## config.mk

```make
export PLATFORM = sky130hd
export DESIGN_NAME = pulse_minute_sync
export DESIGN_NICKNAME = d
export VERILOG_FILES = /design/src/rtl/pms_pkg.sv /design/src/rtl/pms_edge_sync.sv /design/src/rtl/pms_second_tracker.sv /design/src/rtl/pms_marker_detect.sv /design/src/rtl/pms_second_index.sv /design/src/rtl/pulse_minute_sync.sv
export SDC_FILE = /design/constraint.sdc
export NUM_CORES = 1
export LEC_CHECK = 0
export BUFFER_PORTS_ARGS = -buffer_cell sky130_fd_sc_hd__buf_4
export CAP_MARGIN = 20
export CORE_UTILIZATION = 55
export DETAILED_ROUTE_END_ITERATION = 12
export PLACE_DENSITY = 0.75
export SKIP_LAST_GASP = 1
export SLEW_MARGIN = 25
export SYNTH_ARGS = -nofsm -noshare
export SYNTH_HDL_FRONTEND = slang
export SYNTH_SLANG_ARGS = --single-unit
```

## constraint.sdc

```tcl
create_clock -name clk -period 2.1 [get_ports clk]
set_input_delay 0.21 -clock clk [delete_from_list [all_inputs] [get_ports clk]]
set_output_delay 0.21 -clock clk [all_outputs]
set_load 0.02 [all_outputs]
```

## src/rtl/pms_pkg.sv

```systemverilog
package pms_pkg;
  typedef enum logic [1:0] {
    TRK_IDLE   = 2'd0,
    TRK_ARMED  = 2'd1,
    TRK_LOCKED = 2'd2
  } trk_state_e;
endpackage

```

## src/rtl/pms_edge_sync.sv

```systemverilog
module pms_edge_sync #(
  parameter int STAGES = 2
) (
  input  logic clk,
  input  logic rst,
  input  logic sig_in,
  output logic rise,
  output logic fall
);
  // bits [STAGES-1:0] form the synchronizer, bit STAGES holds the previous level
  logic [STAGES:0] chain;

  always_ff @(posedge clk) begin
    if (rst) chain <= '0;
    else     chain <= {chain[STAGES-1:0], sig_in};
  end

  assign rise = chain[STAGES-1] & ~chain[STAGES];
  assign fall = ~chain[STAGES-1] & chain[STAGES];
endmodule

```

## src/rtl/pms_second_tracker.sv

```systemverilog
module pms_second_tracker
  import pms_pkg::*;
#(
  parameter int WIN_LO_CYC  = 98,
  parameter int WIN_HI_CYC  = 108,
  parameter int TIMEOUT_CYC = 300,
  parameter int CW          = 9
) (
  input  logic          clk,
  input  logic          rst,
  input  logic          rise,
  output logic          acc,
  output logic [CW-1:0] cnt,
  output logic          locked,
  output logic          sec_tick
);
  localparam logic [CW-1:0] LO  = CW'(WIN_LO_CYC);
  localparam logic [CW-1:0] HI  = CW'(WIN_HI_CYC);
  localparam logic [CW-1:0] TO  = CW'(TIMEOUT_CYC);
  localparam logic [CW-1:0] ONE = CW'(1);

  trk_state_e st;
  logic       in_win;

  always_comb begin
    in_win = (cnt > LO) && (cnt < HI);
    acc    = rise && (st != TRK_IDLE) && in_win;
  end

  always_ff @(posedge clk) begin
    if (rst) begin
      st       <= TRK_IDLE;
      cnt      <= '0;
      sec_tick <= 1'b0;
    end else begin
      sec_tick <= acc;
      unique case (st)
        TRK_IDLE: begin
          if (rise) begin
            st  <= TRK_ARMED;
            cnt <= ONE;
          end
        end
        TRK_ARMED: begin
          if (acc) begin
            st  <= TRK_LOCKED;
            cnt <= ONE;
          end else if (rise) begin
            cnt <= ONE;
          end else if (cnt == TO) begin
            st <= TRK_IDLE;
          end else begin
            cnt <= cnt + ONE;
          end
        end
        TRK_LOCKED: begin
          if (acc)              cnt <= ONE;
          else if (cnt == TO)   st  <= TRK_IDLE;
          else                  cnt <= cnt + ONE;
        end
        default: st <= TRK_IDLE;
      endcase
    end
  end

  assign locked = (st == TRK_LOCKED);

  AST_CNT_LIMIT: assert property (@(posedge clk) disable iff (rst) cnt <= TO);
  AST_TICK_LOCKED: assert property (@(posedge clk) disable iff (rst) sec_tick |-> locked);
  AST_LOCK_WITH_TICK: assert property (@(posedge clk) disable iff (rst) $rose(locked) |-> sec_tick);
  AST_UNLOCK_TIMEOUT: assert property (@(posedge clk) disable iff (rst) $fell(locked) |-> $past(cnt) == TO);
endmodule

```

## src/rtl/pms_marker_detect.sv

```systemverilog
module pms_marker_detect #(
  parameter int MARK_CYC = 40,
  parameter int CW       = 9
) (
  input  logic          clk,
  input  logic          rst,
  input  logic          acc,
  input  logic          fall,
  input  logic [CW-1:0] cnt,
  output logic          fire,
  output logic          min_tick
);
  localparam logic [CW-1:0] MK = CW'(MARK_CYC);

  logic cand;

  assign fire = cand && !fall && (cnt == MK);

  always_ff @(posedge clk) begin
    if (rst) begin
      cand     <= 1'b0;
      min_tick <= 1'b0;
    end else begin
      min_tick <= fire;
      if (acc)               cand <= 1'b1;
      else if (fall || fire) cand <= 1'b0;
    end
  end

  AST_MIN_SINGLE: assert property (@(posedge clk) disable iff (rst) min_tick |=> !min_tick);
  AST_FIRE_CLEARS: assert property (@(posedge clk) disable iff (rst) fire |=> !cand);
endmodule

```

## src/rtl/pms_second_index.sv

```systemverilog
module pms_second_index #(
  parameter int SEC_MAX = 60,
  parameter int NW      = 6
) (
  input  logic          clk,
  input  logic          rst,
  input  logic          locked,
  input  logic          acc,
  input  logic          fire,
  output logic [NW-1:0] sec_num
);
  localparam logic [NW-1:0] TOP = NW'(SEC_MAX);

  always_ff @(posedge clk) begin
    if (rst || !locked)     sec_num <= '0;
    else if (fire)          sec_num <= '0;
    else if (acc)           sec_num <= (sec_num == TOP) ? TOP : sec_num + NW'(1);
  end

  AST_NUM_MAX: assert property (@(posedge clk) disable iff (rst) sec_num <= TOP);
endmodule

```

## src/rtl/pulse_minute_sync.sv

```systemverilog
module pulse_minute_sync #(
  parameter int SYNC_STAGES = 2,
  parameter int WIN_LO_CYC  = 122_500_000,
  parameter int WIN_HI_CYC  = 135_000_000,
  parameter int TIMEOUT_CYC = 375_000_000,
  parameter int MARK_CYC    = 50_000_000,
  parameter int SEC_MAX     = 60,
  localparam int CW = $clog2(TIMEOUT_CYC + 1),
  localparam int NW = $clog2(SEC_MAX + 1)
) (
  input  logic          clk,
  input  logic          rst,
  input  logic          rx_level,
  output logic          sec_tick,
  output logic          min_tick,
  output logic          locked,
  output logic [NW-1:0] sec_num
);
  logic          rise, fall, acc, fire;
  logic [CW-1:0] cnt;

  pms_edge_sync #(.STAGES(SYNC_STAGES)) u_edge (
    .clk(clk), .rst(rst), .sig_in(rx_level), .rise(rise), .fall(fall)
  );

  pms_second_tracker #(
    .WIN_LO_CYC(WIN_LO_CYC), .WIN_HI_CYC(WIN_HI_CYC),
    .TIMEOUT_CYC(TIMEOUT_CYC), .CW(CW)
  ) u_track (
    .clk(clk), .rst(rst), .rise(rise), .acc(acc), .cnt(cnt),
    .locked(locked), .sec_tick(sec_tick)
  );

  pms_marker_detect #(.MARK_CYC(MARK_CYC), .CW(CW)) u_mark (
    .clk(clk), .rst(rst), .acc(acc), .fall(fall), .cnt(cnt),
    .fire(fire), .min_tick(min_tick)
  );

  pms_second_index #(.SEC_MAX(SEC_MAX), .NW(NW)) u_index (
    .clk(clk), .rst(rst), .locked(locked), .acc(acc), .fire(fire),
    .sec_num(sec_num)
  );

  AST_SEC_SINGLE: assert property (@(posedge clk) disable iff (rst) sec_tick |=> !sec_tick);
  AST_MIN_LOCKED: assert property (@(posedge clk) disable iff (rst) min_tick |-> locked);
  AST_MIN_APART: assert property (@(posedge clk) disable iff (rst) !(min_tick && sec_tick));
  AST_MIN_ZERO: assert property (@(posedge clk) disable iff (rst) min_tick |-> sec_num == '0);
  AST_NUM_IDLE: assert property (@(posedge clk) disable iff (rst) (!locked && $past(!locked)) |-> sec_num == '0);
endmodule

```

* Word level (Yosys, flattened, before mapping)
Index checks and enable logic that the tools add are counted.
** Operators by class
- Add/subtract/negate cells :: 2
- Magnitude comparators :: 2
- Eq/ne operators :: 8
- Multiplexer cells :: 15
- Bitwise gates (word level) :: 4
- Reductions and logical operators :: 16
** Operator list (number)
- $mux 29 :: 5
- $pmux 29 s3 :: 1
- $add 29x1->29 const B :: 1
- $eq 29x26->1 const B :: 1
- $eq 29x29->1 const B :: 1
- $gt 29x27->1 const B :: 1
- $lt 29x28->1 const B :: 1
- $mux 2 :: 5
- $add 6x1->6 const B :: 1
- $eq 6x6->1 const B :: 1
- $mux 6 :: 1
- $pmux 2 s3 :: 1
- $logic_and 1x1->1 :: 5
- $reduce_bool 2->1 :: 2
- $ne 3x3->1 const B :: 1
- $reduce_and 3->1 :: 1
- $reduce_bool 3->1 :: 1
- $and 1x1->1 :: 2
- $eq 2x1->1 const B :: 1
- $eq 2x2->1 const B :: 1
- $logic_not 1->1 :: 2
- $logic_not 2->1 :: 1
- $logic_or 1x1->1 :: 2
- $mux 1 :: 2
- 5 further kinds :: 6
** Storage, ports and cells
- Flip-flop bits (word level) :: 43
- Bits of input ports :: 3
- Output and inout bits :: 9
- Word-level logic and storage cells :: 54

* Depth between registers and ports, before layout
- Depth after elaboration :: 8
- Gate-level depth with buffers :: 11
- Mapped depth without buffers :: 9

* By module
From an unflattened synthesis, not the netlist that was laid out.
** Second synthesis, totals
- Cell total of the unflattened synthesis :: 343
- Area, all modules :: 2761.4 µm²
** By module, submodules not included
- pms_second_tracker :: times used 1, cells an instance 285, area an instance 2220.9 µm², sequential area each 640.6 µm²
- pms_second_index :: times used 1, cells an instance 31, area an instance 294.0 µm², sequential area each 120.1 µm²
- pms_marker_detect :: times used 1, cells an instance 19, area an instance 155.1 µm², sequential area each 40.0 µm²
- pms_edge_sync :: times used 1, cells an instance 8, area an instance 91.3 µm², sequential area each 60.1 µm²

* Worst setup path after synthesis
OpenSTA, ideal clock, no wires.
- Kind :: register to register
- Start point :: register u_track.cnt[0]
- End point :: register u_track.cnt[28]
- Setup time :: 0.095 ns
- Arrival :: 2.191 ns
- Required time :: 2.005 ns
- Setup slack :: -0.186 ns
- Stages on the path, launching flop included :: 9
- Buffers on the path :: 0
- Period minus slack after synthesis :: 2.286 ns
- Path through :: dfxtp_1 > ha_1 > nand3_1 > nor3_2 > nand4bb_1 > nor3_2 > nand3_1 > or3_1 > a221oi_1
** Between the ends
- Longest elaborated chain between the ends :: 5
- Elaborated cells between the ends (all ways) :: 11
- Those cells by class :: add/sub (1); order compare (2); eq/ne (1); mux (5); reduce/logical (2)
** RTL lines
- from (decl) :: RTL line pms_second_tracker.sv:13 : output logic [CW-1:0] cnt,
- from (signal assigned) :: RTL line pms_second_tracker.sv:53 : cnt <= cnt + ONE;
- from (signal assigned) :: RTL line pms_second_tracker.sv:59 : else cnt <= cnt + ONE;
- $add 29x1->29, or another cell as far along :: RTL line pms_second_tracker.sv:53, pms_second_tracker.sv:59
- $mux 29 or $logic_and 1x1->1 (tied branches) :: RTL line pms_second_tracker.sv:50, pms_second_tracker.sv:58, pms_second_tracker.sv:26
- $mux 29 or $logic_and 1x1->1 (tied branches) :: RTL line pms_second_tracker.sv:48, pms_second_tracker.sv:27
- $mux 29 (on tied branches) :: RTL line pms_second_tracker.sv:45, pms_second_tracker.sv:57
- $pmux 29 s3 * :: RTL line pms_second_tracker.sv:37 : unique case (st)
Every way passes the cells marked *; elsewhere a longest branch is shown, timed or not.
A chain may end at the register's enable or synchronous reset.

* Worst setup path after layout
- Start point :: register u_track.cnt[8]
- End point :: register u_index.sec_num[1]
** Between the ends
- Longest elaborated chain between the ends :: 3
- Elaborated cells between the ends (all ways) :: 7
- Those cells by class :: order compare (2); eq/ne (1); reduce/logical (4)
** RTL lines
- $gt 29x27->1, or another cell as far along :: RTL line pms_second_tracker.sv:26 : in_win = (cnt > LO) && (cnt < HI);
- $logic_and 1x1->1 (on tied branches) :: RTL line pms_second_tracker.sv:26, pms_marker_detect.sv:17
- $logic_and 1x1->1 or $reduce_or 2->1 (tied branches)
- to (signal assigned) :: RTL line pms_second_index.sv:17 : else if (acc) sec_num <= (sec_num == TOP) ? TOP : sec_num + NW'(1);
- to (decl) :: RTL line pms_second_index.sv:10 : output logic [NW-1:0] sec_num
Several ways; a longest one is shown, not always the timed one.

==> flow_metrics.env <==
export IMPL_status="finished with violations"
export IMPL_failed_checks="setup timing"
export IMPL_core_um2=4723
export IMPL_slew_headroom_pct=52.36
export IMPL_fmax_ghz=0.3865
export IMPL_setup_viol=38
export IMPL_critPathLaunchType="flip-flop"
export IMPL_power_switching_mw=0.5741
export IMPL_fin_hold_ws_ns=0.1178
export IMPL_final_nets=467
export IMPL_fillers=208
export IMPL_portBuffers=11
export IMPL_fin_ws_ns=-0.4872
export IMPL_critPathMaxFanout=5
export IMPL_peakVddDrop_v=0.0002816
export IMPL_die_area_um2=5165
export IMPL_ys_flop_type="dfxtp_1"
export IMPL_drt_pass1_iterations=8
export IMPL_cp_slowest_cell="nor4b_2"
export IMPL_p_per_area_nw_per_um2=436.4
export IMPL_cts_htree_levels=2
export IMPL_drv_cap=0
export IMPL_tritoncts="yes"
export IMPL_ys_seq_elements=43
export IMPL_fin_skew_ns=0.007653
export IMPL_crit_family="simple AND/OR/NAND/NOR gates"
export IMPL_syn_area_um2=2685
export IMPL_grt_pass1_wl_um=15570
export IMPL_ys_warnings_count=0
export IMPL_comb_power_share_pct=22.9
export IMPL_start_util_pct=56.85
export IMPL_timing_final_crit_period_ns=2.587
export IMPL_period_share_pct=123.2
export IMPL_max_clock_path_buffers=2
export IMPL_cp_num_buf_inv=2
export IMPL_dp_final_hpwl_um=6000
export IMPL_clk_pin_slew_ns=0.09
export IMPL_rsz0062_at_grt="yes"
export IMPL_swShare_pct=31.51
export IMPL_crit_required_ns=2.29
export IMPL_drive_gt1_share_pct=45.39
export IMPL_cts_buffers=5
export IMPL_slew_violations=0
export IMPL_syn_mean_instance_area_um2=7.897
export IMPL_p_leak_nw=1.704
export IMPL_yosys_top_cells_area="dfxtp_1, nand2_1, ha_1"
export IMPL_path_class="flip-flop to flip-flop"
export IMPL_synth_edf_count=0
export IMPL_crit_arrival_ns=2.78
export IMPL_synth_seq_area_share_pct=32.06
export IMPL_vias=3630
export IMPL_die_y_um=71.87
export IMPL_r2r_setup_slack_ns=-0.49
export IMPL_cpPeakStageDelay_ns=0.64
export IMPL_rr_startpoint="u_track.cnt[8]"
export IMPL_vias_per_cell=6.927
export IMPL_hold_class="input pin to flip-flop"
export IMPL_postCtsHoldBufs=0
export IMPL_synth_top_area_cell="dfxtp_1"
export IMPL_r2r_end="u_index.sec_num[1]"
export IMPL_ff2ff_path_depth=9
export IMPL_drt_initial_drc_count=586
export IMPL_finalWirelength_um=12460
export IMPL_min_path_cells=2
export IMPL_root_buffer="clkbuf_8"
export IMPL_ys_types=59
export IMPL_hp_start="rx_level"
export IMPL_tightestPinTransition_ns=0.7127
export IMPL_grt_pass1_vias=3241
export IMPL_row_count=25
export IMPL_setup_tns_ns=-9.542
export IMPL_netlist_instances=340
export IMPL_avgRoutedWirePerCell_um=23.78
export IMPL_drc=0
export IMPL_crit_chain="buf_4, buf_4, nor4b_2, and3_1, nand3_1, nor3_1, nor2_1, nand2_1, nor2_1"
export IMPL_async_flop_share_pct=0
export IMPL_ios=12
export IMPL_holdPathEnd="u_edge.chain[0]"
export IMPL_p_clk_share_pct=31.3
export IMPL_antenna_found_initial=2
export IMPL_p_int_mw=1.248
export IMPL_areaGrowthSynthToFinish_pct=55.45
export IMPL_die_w_um=71.87
export IMPL_gp_congestion=0.9899
export IMPL_clock_sinks=43
export IMPL_ant_nets=0
export IMPL_grt_max_degree=23
export IMPL_power_share_sequential_pct=45.8
export IMPL_synth_top_area_share_pct=32.06
export IMPL_syn_num_nets=352
export IMPL_critPathCaptureType="flip-flop"
export IMPL_clk_latency_ns=0.31
export IMPL_hold_violations=0
export IMPL_overflow=0
export IMPL_crit_path_start="u_track.cnt[8]"
export IMPL_grt_use_total_pct=39.44
[sequential cells by signal, summed over array words and instances (netlist names)]
name and cells:
u_track.sec_tick 1, u_mark.cand 1, u_track.st 2, u_track.cnt 29, u_index.sec_num 6, u_mark.min_tick 1
u_edge.chain 3
[per-stage QoR]
stage	utilization (%)	setup slack [ns]	instance area, µm²	power (mW)	std cells
floorplan	-	-0.1144	2730	1.011	340
global placement	73.54	-0.1830	3473	1.146	488
detailed placement	73.54	-0.2592	3473	1.156	488
CTS	82.20	-0.1688	3882	1.744	513
global route	88.32	-0.6728	4172	1.864	523
finish	88.37	-0.4872	4174	1.822	524
[synth_stat cells (4+ instances only)]
cell type,number
a21o_1,5
a21oi_1,17
a22o_1,4
a31oi_1,6
and2_1,5
and3_1,11
buf_2,6
clkbuf_1,9
dfxtp_1,43
ha_1,9
inv_1,11
mux2i_1,4
nand2_1,32
nand2b_1,4
nand3_1,18
nand3b_1,5
nand4_1,10
nor2_1,30
nor2b_1,5
nor3_1,14
nor4_1,8
nor4b_1,4
o21ai_0,19
[power groups by stage]
stage / Clock, mW / Combinational (mW) / Sequential (mW)
after global placement: 0 / 0.294 / 0.853
after CTS: 0.572 / 0.339 / 0.834
after global routing: 0.594 / 0.434 / 0.835
final: 0.570 / 0.417 / 0.835
after floorplan: 0 / 0.157 / 0.854
after detailed placement: 0 / 0.303 / 0.854
[how the worst max path moves through the flow]
| stage | end | slack [ns] | cells past startpoint |
|---|---|---|---|
| global route | u_track.cnt[2] | -0.67 | 9 |
| detailed placement | u_track.cnt[13] | -0.26 | 9 |
| finish | u_index.sec_num[1] | -0.49 | 9 |
| floorplan | u_track.cnt[27] | -0.11 | 9 |
| global placement | u_track.cnt[13] | -0.18 | 9 |
| CTS | u_track.cnt[12] | -0.17 | 10 |
[layer usage]
metal  part of all wire, %  up-vias  GRT usage, %
li1                      -     1488             -
met1                    34     1671         43.50
met2                    45      335         68.24
met3                    11      134         7.876
met4                    10        2         26.80
met5                  0.14        -             0
[layout by cell type, fill, tap and decap left out, types with 4 or more instances in the layout]
| master | Yosys | final |
|---|---|---|
| buf_4 | 0 | 111 |
| nand2_1 | 32 | 32 |
| dfxtp_1 | 43 | 29 |
| nor2_1 | 30 | 27 |
| nand3_1 | 18 | 15 |
| a21oi_1 | 17 | 15 |
| buf_6 | 2 | 13 |
| dfxtp_2 | 0 | 13 |
| inv_1 | 11 | 11 |
| o21ai_0 | 19 | 11 |
| nor3_1 | 14 | 10 |
| and3_1 | 11 | 10 |
| nand4_1 | 10 | 10 |
| ha_1 | 9 | 8 |
| nor4_4 | 1 | 5 |
| a21o_1 | 5 | 5 |
| o21ai_2 | 0 | 5 |
| nand3b_1 | 5 | 5 |
| clkbuf_8 | 0 | 5 |
| a22o_1 | 4 | 4 |
| nor2b_1 | 5 | 4 |
| nor3_2 | 2 | 4 |
| a31oi_1 | 6 | 4 |
| nand2b_1 | 4 | 4 |
[repair_timing]
action / in CTS / in global routing
cloned: 0 / 0
setup endpoints to repair: 38 / 38
resized for setup: 49 / 46
setup buffers: 17 / 12
pin swaps: 30 / 24
[area by class of cell]
cell class / count / area (µm²) / area share (%)
inverters: 11 / 41.29 / 0.9892
multi-input cells: 267 / 2038 / 48.83
well taps: 67 / 83.83 / 2.008
clock inverters: 3 / 23.77 / 0.5695
repair buffers: 127 / 1035 / 24.79
flip-flops and latches: 43 / 880.8 / 21.10
diodes: 1 / 2.502 / 0.05995
clock buffers: 5 / 68.82 / 1.649
[kinds of logic after synthesis]
kind of cell	after synthesis	share of synthesized area [%]
fa+ha+maj	9	4.194
mux	4	1.491
buf+inv	30	5.126
flops	43	32.06
xor+xnor	5	1.631
compound gates	76	18.78
simple gates	173	36.72
Power figures use the tool's default switching activity.
